===== config.mk =====
export PLATFORM = sky130hd
export DESIGN_NAME = i2c_arb_monitor
export DESIGN_NICKNAME = d
export VERILOG_FILES = /design/src/rtl/i2c_arb_pkg.sv /design/src/rtl/i2c_cond_detect.sv /design/src/rtl/i2c_arb_track.sv /design/src/rtl/i2c_start_gate.sv /design/src/rtl/i2c_arb_monitor.sv
export SDC_FILE = /design/constraint.sdc
export NUM_CORES = 1
export LEC_CHECK = 0
export ABC_AREA = 1
export ABC_CLOCK_PERIOD_IN_PS = 2670
export BUFFER_PORTS_ARGS = -buffer_cell sky130_fd_sc_hd__buf_4
export CAP_MARGIN = 20
export CORE_AREA = 2 2 39 41
export DETAILED_ROUTE_END_ITERATION = 10
export DIE_AREA = 0 0 41 43
export RECOVER_POWER = 25
export SETUP_SLACK_MARGIN = 0.05
export SLEW_MARGIN = 10
export SYNTH_ARGS = -nofsm -noshare
export SYNTH_HDL_FRONTEND = slang
export SYNTH_SLANG_ARGS = --single-unit

===== constraint.sdc =====
create_clock -name clk_i -period 2.67 [get_ports clk_i]
set_clock_uncertainty 0.05 [all_clocks]
set_input_delay 0.4005 -clock clk_i [delete_from_list [all_inputs] [get_ports clk_i]]
set_output_delay 0.4005 -clock clk_i [all_outputs]
set_load 0.02 [all_outputs]

===== src/rtl/i2c_arb_pkg.sv =====
package i2c_arb_pkg;
  localparam int unsigned BIT_W    = 4;
  localparam int unsigned LAST_BIT = 8;

  typedef struct packed {
    logic start;
    logic stop;
    logic rise;
    logic fall;
  } bus_evt_t;
endpackage


===== src/rtl/i2c_cond_detect.sv =====
module i2c_cond_detect
  import i2c_arb_pkg::*;
(
  input  logic     clk_i,
  input  logic     rst_ni,
  input  logic     scl_i,
  input  logic     sda_i,
  output bus_evt_t evt_o,
  output logic     busy_o
);
  logic scl_q, sda_q, busy_q;

  always_comb begin
    evt_o.rise  = scl_i & ~scl_q;
    evt_o.fall  = ~scl_i & scl_q;
    evt_o.start = scl_i & scl_q & sda_q & ~sda_i;
    evt_o.stop  = scl_i & scl_q & ~sda_q & sda_i;
  end

  always_ff @(posedge clk_i or negedge rst_ni) begin
    if (!rst_ni) begin
      scl_q  <= 1'b1;
      sda_q  <= 1'b1;
      busy_q <= 1'b0;
    end else begin
      scl_q <= scl_i;
      sda_q <= sda_i;
      if (evt_o.start)     busy_q <= 1'b1;
      else if (evt_o.stop) busy_q <= 1'b0;
    end
  end

  assign busy_o = busy_q;
endmodule


===== src/rtl/i2c_arb_track.sv =====
module i2c_arb_track
  import i2c_arb_pkg::*;
#(
  parameter int unsigned IDX_W   = BIT_W,
  parameter int unsigned END_IDX = LAST_BIT
) (
  input  logic             clk_i,
  input  logic             rst_ni,
  input  bus_evt_t         evt_i,
  input  logic             sda_i,
  input  logic             master_active_i,
  input  logic             drive_sda_i,
  input  logic             drive_phase_i,
  input  logic [IDX_W-1:0] bit_idx_i,
  output logic             lost_o,
  output logic             release_o,
  output logic             clk_allow_o,
  output logic             fallback_o
);
  localparam logic [IDX_W-1:0] EndIdx = IDX_W'(END_IDX);

  logic lost_q, done_q, mismatch, frame_evt;

  // only a driven high overridden by a low bus counts
  assign mismatch  = evt_i.rise & master_active_i & drive_phase_i
                   & drive_sda_i & ~sda_i & ~lost_q;
  assign frame_evt = evt_i.start | evt_i.stop;

  always_ff @(posedge clk_i or negedge rst_ni) begin
    if (!rst_ni) begin
      lost_q <= 1'b0;
      done_q <= 1'b0;
    end else if (frame_evt) begin
      lost_q <= 1'b0;
      done_q <= 1'b0;
    end else begin
      if (mismatch) lost_q <= 1'b1;
      if (lost_q && evt_i.fall && bit_idx_i == EndIdx) done_q <= 1'b1;
    end
  end

  assign lost_o      = mismatch;
  assign release_o   = lost_q | mismatch;
  assign clk_allow_o = ~done_q;
  assign fallback_o  = lost_q;
endmodule


===== src/rtl/i2c_start_gate.sv =====
module i2c_start_gate
  import i2c_arb_pkg::*;
(
  input  logic     clk_i,
  input  logic     rst_ni,
  input  bus_evt_t evt_i,
  input  logic     busy_i,
  input  logic     start_req_i,
  output logic     go_o
);
  logic pend_q, want;

  assign want = pend_q | start_req_i;
  assign go_o = want & ~busy_i & ~evt_i.start;

  always_ff @(posedge clk_i or negedge rst_ni) begin
    if (!rst_ni) pend_q <= 1'b0;
    else         pend_q <= want & ~go_o;
  end
endmodule


===== src/rtl/i2c_arb_monitor.sv =====
module i2c_arb_monitor
  import i2c_arb_pkg::*;
#(
  parameter int unsigned IDX_W   = BIT_W,
  parameter int unsigned END_IDX = LAST_BIT
) (
  input  logic             clk_i,
  input  logic             rst_ni,
  input  logic             scl_i,
  input  logic             sda_i,
  input  logic             master_active_i,
  input  logic             drive_sda_i,
  input  logic             drive_phase_i,
  input  logic [IDX_W-1:0] bit_idx_i,
  input  logic             start_req_i,
  output logic             arb_lost_o,
  output logic             sda_release_o,
  output logic             clk_allow_o,
  output logic             slave_fallback_o,
  output logic             start_det_o,
  output logic             rstart_det_o,
  output logic             stop_det_o,
  output logic             bus_busy_o,
  output logic             bus_err_o,
  output logic             start_go_o
);
  bus_evt_t evt;
  logic     busy;

  i2c_cond_detect u_cond (
    .clk_i  (clk_i),
    .rst_ni (rst_ni),
    .scl_i  (scl_i),
    .sda_i  (sda_i),
    .evt_o  (evt),
    .busy_o (busy)
  );

  i2c_arb_track #(.IDX_W(IDX_W), .END_IDX(END_IDX)) u_arb (
    .clk_i           (clk_i),
    .rst_ni          (rst_ni),
    .evt_i           (evt),
    .sda_i           (sda_i),
    .master_active_i (master_active_i),
    .drive_sda_i     (drive_sda_i),
    .drive_phase_i   (drive_phase_i),
    .bit_idx_i       (bit_idx_i),
    .lost_o          (arb_lost_o),
    .release_o       (sda_release_o),
    .clk_allow_o     (clk_allow_o),
    .fallback_o      (slave_fallback_o)
  );

  i2c_start_gate u_gate (
    .clk_i       (clk_i),
    .rst_ni      (rst_ni),
    .evt_i       (evt),
    .busy_i      (busy),
    .start_req_i (start_req_i),
    .go_o        (start_go_o)
  );

  assign start_det_o  = evt.start & ~busy;
  assign rstart_det_o = evt.start & busy;
  assign stop_det_o   = evt.stop;
  assign bus_busy_o   = busy;
  assign bus_err_o    = (evt.start | evt.stop) & busy & (bit_idx_i != '0);
endmodule


* Yosys cells after proc, flatten, opt, wreduce, memory -nomap -nowiden
Index checks and enable logic that the tools add are counted.
Storage, ports and cells: bits in registers 6, bits in latches 0, RAM bits 0, ROM bits 0, input bits 12, output and inout port bits 10, word-level logic and storage cells 50, memories 0
Cells by class: add/subtract/negate cells 0, multipliers 0, divide/modulo/power cells 0, $lt $le $gt $ge 0, eq/ne operators 1, shift operators 0, muxes and demuxes 6, bitwise logic cells 31, reductions and logical operators 6
Operator list (count):
- 1-bit bitwise AND | 19
- 1-bit inverter | 9
- 1-bit two-way mux | 6
- 2-bit nonzero test | 3
- 4-bit == test, second input constant | 1
- 4-bit nonzero test | 1
- 1-bit bitwise OR | 3
- 1-bit logical AND | 2

* Logic depth before layout (Yosys ltp)
word-level depth 9, depth in mapped cells 5, gate-level depth less buffers 5

* Modules after synthesis
A second synthesis with hierarchy kept.
Unflattened totals: cell total of the unflattened synthesis 57, area, all modules 376.6 µm²
By module, submodules not included:
- i2c_arb_track | times used 1, cells each 20, area each 148.9 µm², sequential area each 50.0 µm²
- i2c_cond_detect | times used 1, cells each 17, area each 131.4 µm², sequential area each 77.6 µm²
- i2c_start_gate | times used 1, cells each 8, area each 51.3 µm², sequential area each 25.0 µm²
- i2c_arb_monitor | times used 1, cells each 12, area each 45.0 µm², sequential area each 0.0 µm²

* Worst setup path after synthesis
OpenSTA, ideal clock, no wires.
path kind reg-to-output, start register u_cond.scl_q, end output bus_err_o, arrival time 1.065 ns, required time 2.220 ns, setup slack 1.154 ns, stages on the path, launching flop included 3, buffers on the path 0, cell sequence dfstp_2 > nand4_2 > a21oi_1
On the way: longest elaborated chain between the ends 6, elaborated cells on any way between the ends 8, those cells by class bitwise (8)
Ends and longest elaborated chain:
- start: declaration | RTL line i2c_cond_detect.sv:11 | logic scl_q, sda_q, busy_q;
- start signal: assignment | RTL line i2c_cond_detect.sv:26 | scl_q <= scl_i;
- 1-bit bitwise AND (*) | RTL line i2c_cond_detect.sv:16, i2c_cond_detect.sv:17
- 1-bit bitwise AND (on tied branches) (2 in series) | RTL line i2c_cond_detect.sv:16, i2c_cond_detect.sv:17
- 1-bit bitwise OR (*) | RTL line i2c_arb_monitor.sv:67 | assign bus_err_o = (evt.start | evt.stop) & busy & (bit_idx_i != '0);
- 1-bit bitwise AND (*) (2 in series) | RTL line i2c_arb_monitor.sv:67
- end: declaration | RTL line i2c_arb_monitor.sv:24 | output logic bus_err_o,
Mark *: on every way between the ends. The rest lies on a longest branch, timed or not.

* Worst setup path in the final report
Same ends and word-level chain as after synthesis.

==> key figures <==
Run status
  – Status: complete, no violations

Logic synthesis
  – Synth Area in Compound Gates: 5.68%
  – Leading area contributor after synthesis: dfrtp_1
  – Largest family of logic cells by synthesized area: simple AND/OR/NAND/NOR gates
  – Post-synthesis area per instance: 7.34 um^2
  – Yosys warns: 0
  – Post-synthesis xor/xnor area fraction: 0%
  – Yosys top cell area share: 30.3%
  – Yosys reg bits: 6
  – Area of the mapped netlist: 330 um^2
  – Net Count, Synth: 57
  – Post-Synthesis Cells: 45
  – Register area share after synthesis: 46.2%
  – Main area contributors after synthesis: dfrtp_1 (30%), dfstp_2 (16%), nor2_1 (11%), inv_1 (9.1%), nand2_1 (9.1%)
  – Yosys cell types: 15
  – Synth Area in Adders: 0%
  – Synth Area in Simple Gates: 35.6%
  – Mux contribution to synthesized area: 0%

Worst setup path
  – CP arrival: 1.29 ns
  – Critical Path Start Type: flop
  – CP max FO: 4
  – Setup crit end kind: primary output
  – CP Data Required Time: 2.22 ns
  – Critical path type: reg2out

Global route
  – Wire length of the first global-routing pass: 1.12 mm
  – Gr ovfl total: 0
  – GRT Total Usage: 10.1%
  – Antenna violations before repair: 0
  – Largest net degree at the start of global routing: 7
  – Vias in the first global route: 302

Run
  – Max cap viols: 0

Place
  – PortBufs: 21
  – Post-DP HPWL: 602 um
  – Post-DP Area: 508 um^2
  – Routability Congestion: 0.658
  – Dpl cells: 82

Clocking
  – CTS tree: built
  – Htree depth: 1
  – CTS Sinks: 6
  – Clock root buffer: clkbuf_4
  – Post-CTS sizing: 0
  – Clk_lat worst skew: 0.25 ns
  – CTS buffer count: 3
  – Clock-pin slew on the worst setup and hold paths: 0.04 ns
  – CTS Buffer Depth: 2

Floorplanning
  – Die X: 41 um
  – Top Ports: 22
  – Std cell rows: 14
  – Starting Density: 23.9%
  – Total Die Area: 1760 um^2
  – Die span in y: 43 um
  – Core Region: 1380 um^2

Power
  – Total power draw: 0.278 mW
  – Clock power share: 32.5%
  – Cell area power density: 521 nW/um^2
  – Net Sw Power: 0.0841 mW
  – Internal power: 0.194 mW
  – Switch share: 30.3%
  – Lkg Pwr: 0.299 nW
  – Sequential Power Share: 39.2%
  – VDD IR max: 210 uV
  – Power share of the combinational group: 28.3%

STA
  – Slew @ Worst Pin: 0.339 ns
  – Period utilisation layout: 65.1%
  – RSZ-0062 raised after global routing: no
  – Setup TNS: 0 ns
  – Worst slew margin: 77.4%
  – Post-layout min period: 1.74 ns
  – Final hold violation count: 0
  – Max Transition Viols Final: 0
  – Setup-failing EPs final: 0
  – Fmax: 576 MHz

Finish
  – Fill count: 148
  – Final layout net count: 84
  – Post-Layout Cell Count: 87
  – Layout cells sized above 1: 42.3%
  – Fin util: 38.5%
  – Design area: 533 um^2
  – Number of diodes: 0
  – P&R area growth vs syn: 61.4%

Routing
  – Detail Route Antenna Nets: 0
  – DRC Markers: 0
  – DR iter-0 viols: 5
  – Final WL: 741 um
  – Routed len/inst: 8.52 um
  – Via Count: 345
  – Drt pass-1 iters: 3
  – Vias per cell: 3.97

Hold path
  – Hold Path Class: in2reg
placed cells by master, fill, tap and decap left out, drive strengths merged:
cell type,count
a21oi,3
buf,18
clkbuf,7
clkinv,1
dfrtp,4
dfstp,2
dlygate4sd3,1
inv,10
nand2,9
nand3,1
nand3b,1
nand4,2
nor2,12
kinds of logic (layout without fill, tap and decap cells):
logic type / after synthesis / in the layout
buffers and inverters: 11 / 37
DFF: 6 / 6
AOI/OAI and AO/OA: 3 / 3
and+or+nand+nor: 25 / 25
cells in the mapped netlist:
master	instances
dfrtp_1	4
a21oi_2	1
nand4_2	1
nand3_1	1
clkinv_1	1
nand4_1	1
nand3b_1	1
nand2_1	8
dfstp_2	2
inv_1	8
nor2_2	2
a21oi_1	2
nor2_1	10
inv_2	2
nand2_2	1
critical path: stages, from the launching register on:
cell and delay [ns]:
dfstp_2 0.55, nand4_1 0.15, a21oi_1 0.19, buf_4 0.16
final cells by class:
class,instances,area (um^2),share of cell area [%]
multi-input combinational,28,136,25.6
inverter,11,41.3,7.75
timing repair buffer,22,156,29.3
clock buffer,4,26.3,4.93
tap,16,20.0,3.76
sequential,6,153,28.6
repair_timing:
item | in CTS | in global routing
hold buffers | 1 | 0
setup buffers | 0 | 0
endpoints found under the hold margin | 4 | 0
power by group through the flow:
stage | registers (mW) | logic [mW] | clock network (mW)
6_report | 0.109 | 0.0785 | 0.0903
5_1_grt | 0.110 | 0.0862 | 0.106
4_1_cts | 0.109 | 0.0817 | 0.0933
3_5_place_dp | 0.110 | 0.0802 | 0
3_3_place_gp | 0.110 | 0.0800 | 0
2_1_floorplan | 0.115 | 0.0363 | 0
layer usage:
metal | part of all wire [%] | up-vias | GRT usage, %
met5 | 0 | - | 0
met4 | 0 | 0 | 8.00
met3 | 7.7 | 0 | 6.28
met2 | 47 | 16 | 13.1
met1 | 45 | 145 | 11.3
li1 | - | 184 | -
registers in the layout, indices dropped and copies added (netlist names):
name and flops:
u_cond.busy_o 1, u_cond.scl_q 1, u_arb.done_q 1, u_gate.pend_q 1, u_arb.fallback_o 1, u_cond.sda_q 1
final timing paths:
check | from | to | slack, ns | depth (start not counted)
min | sda_i | u_cond.sda_q$_DFF_PN1_ | 0.24 | 1
max in group asynchronous | rst_ni | u_cond.scl_q$_DFF_PN1_ | 1.74 | 2
max reg2reg | u_cond.scl_q$_DFF_PN1_ | u_arb.done_q$_DFFE_PN0P_ | 1.60 | 3
max | u_cond.scl_q$_DFF_PN1_ | bus_err_o | 0.93 | 3
min reg2reg | u_gate.pend_q$_DFF_PN0_ | u_gate.pend_q$_DFF_PN0_ | 0.44 | 2
min in group asynchronous | rst_ni | u_cond.busy_o$_DFFE_PN0N_ | 0.53 | 2
through the flow:
stage | hold slack [ns] | worst slack [ns]
6_report | 0.241 | 0.933
5_1_grt | 0.228 | 0.832
4_1_cts | 0.233 | 0.918
3_5_place_dp | 0.165 | 1.19
3_3_place_gp | 0.164 | 1.18
2_1_floorplan | 0.0549 | 1.15
No activity file was read; power rests on OpenSTA's default activity.
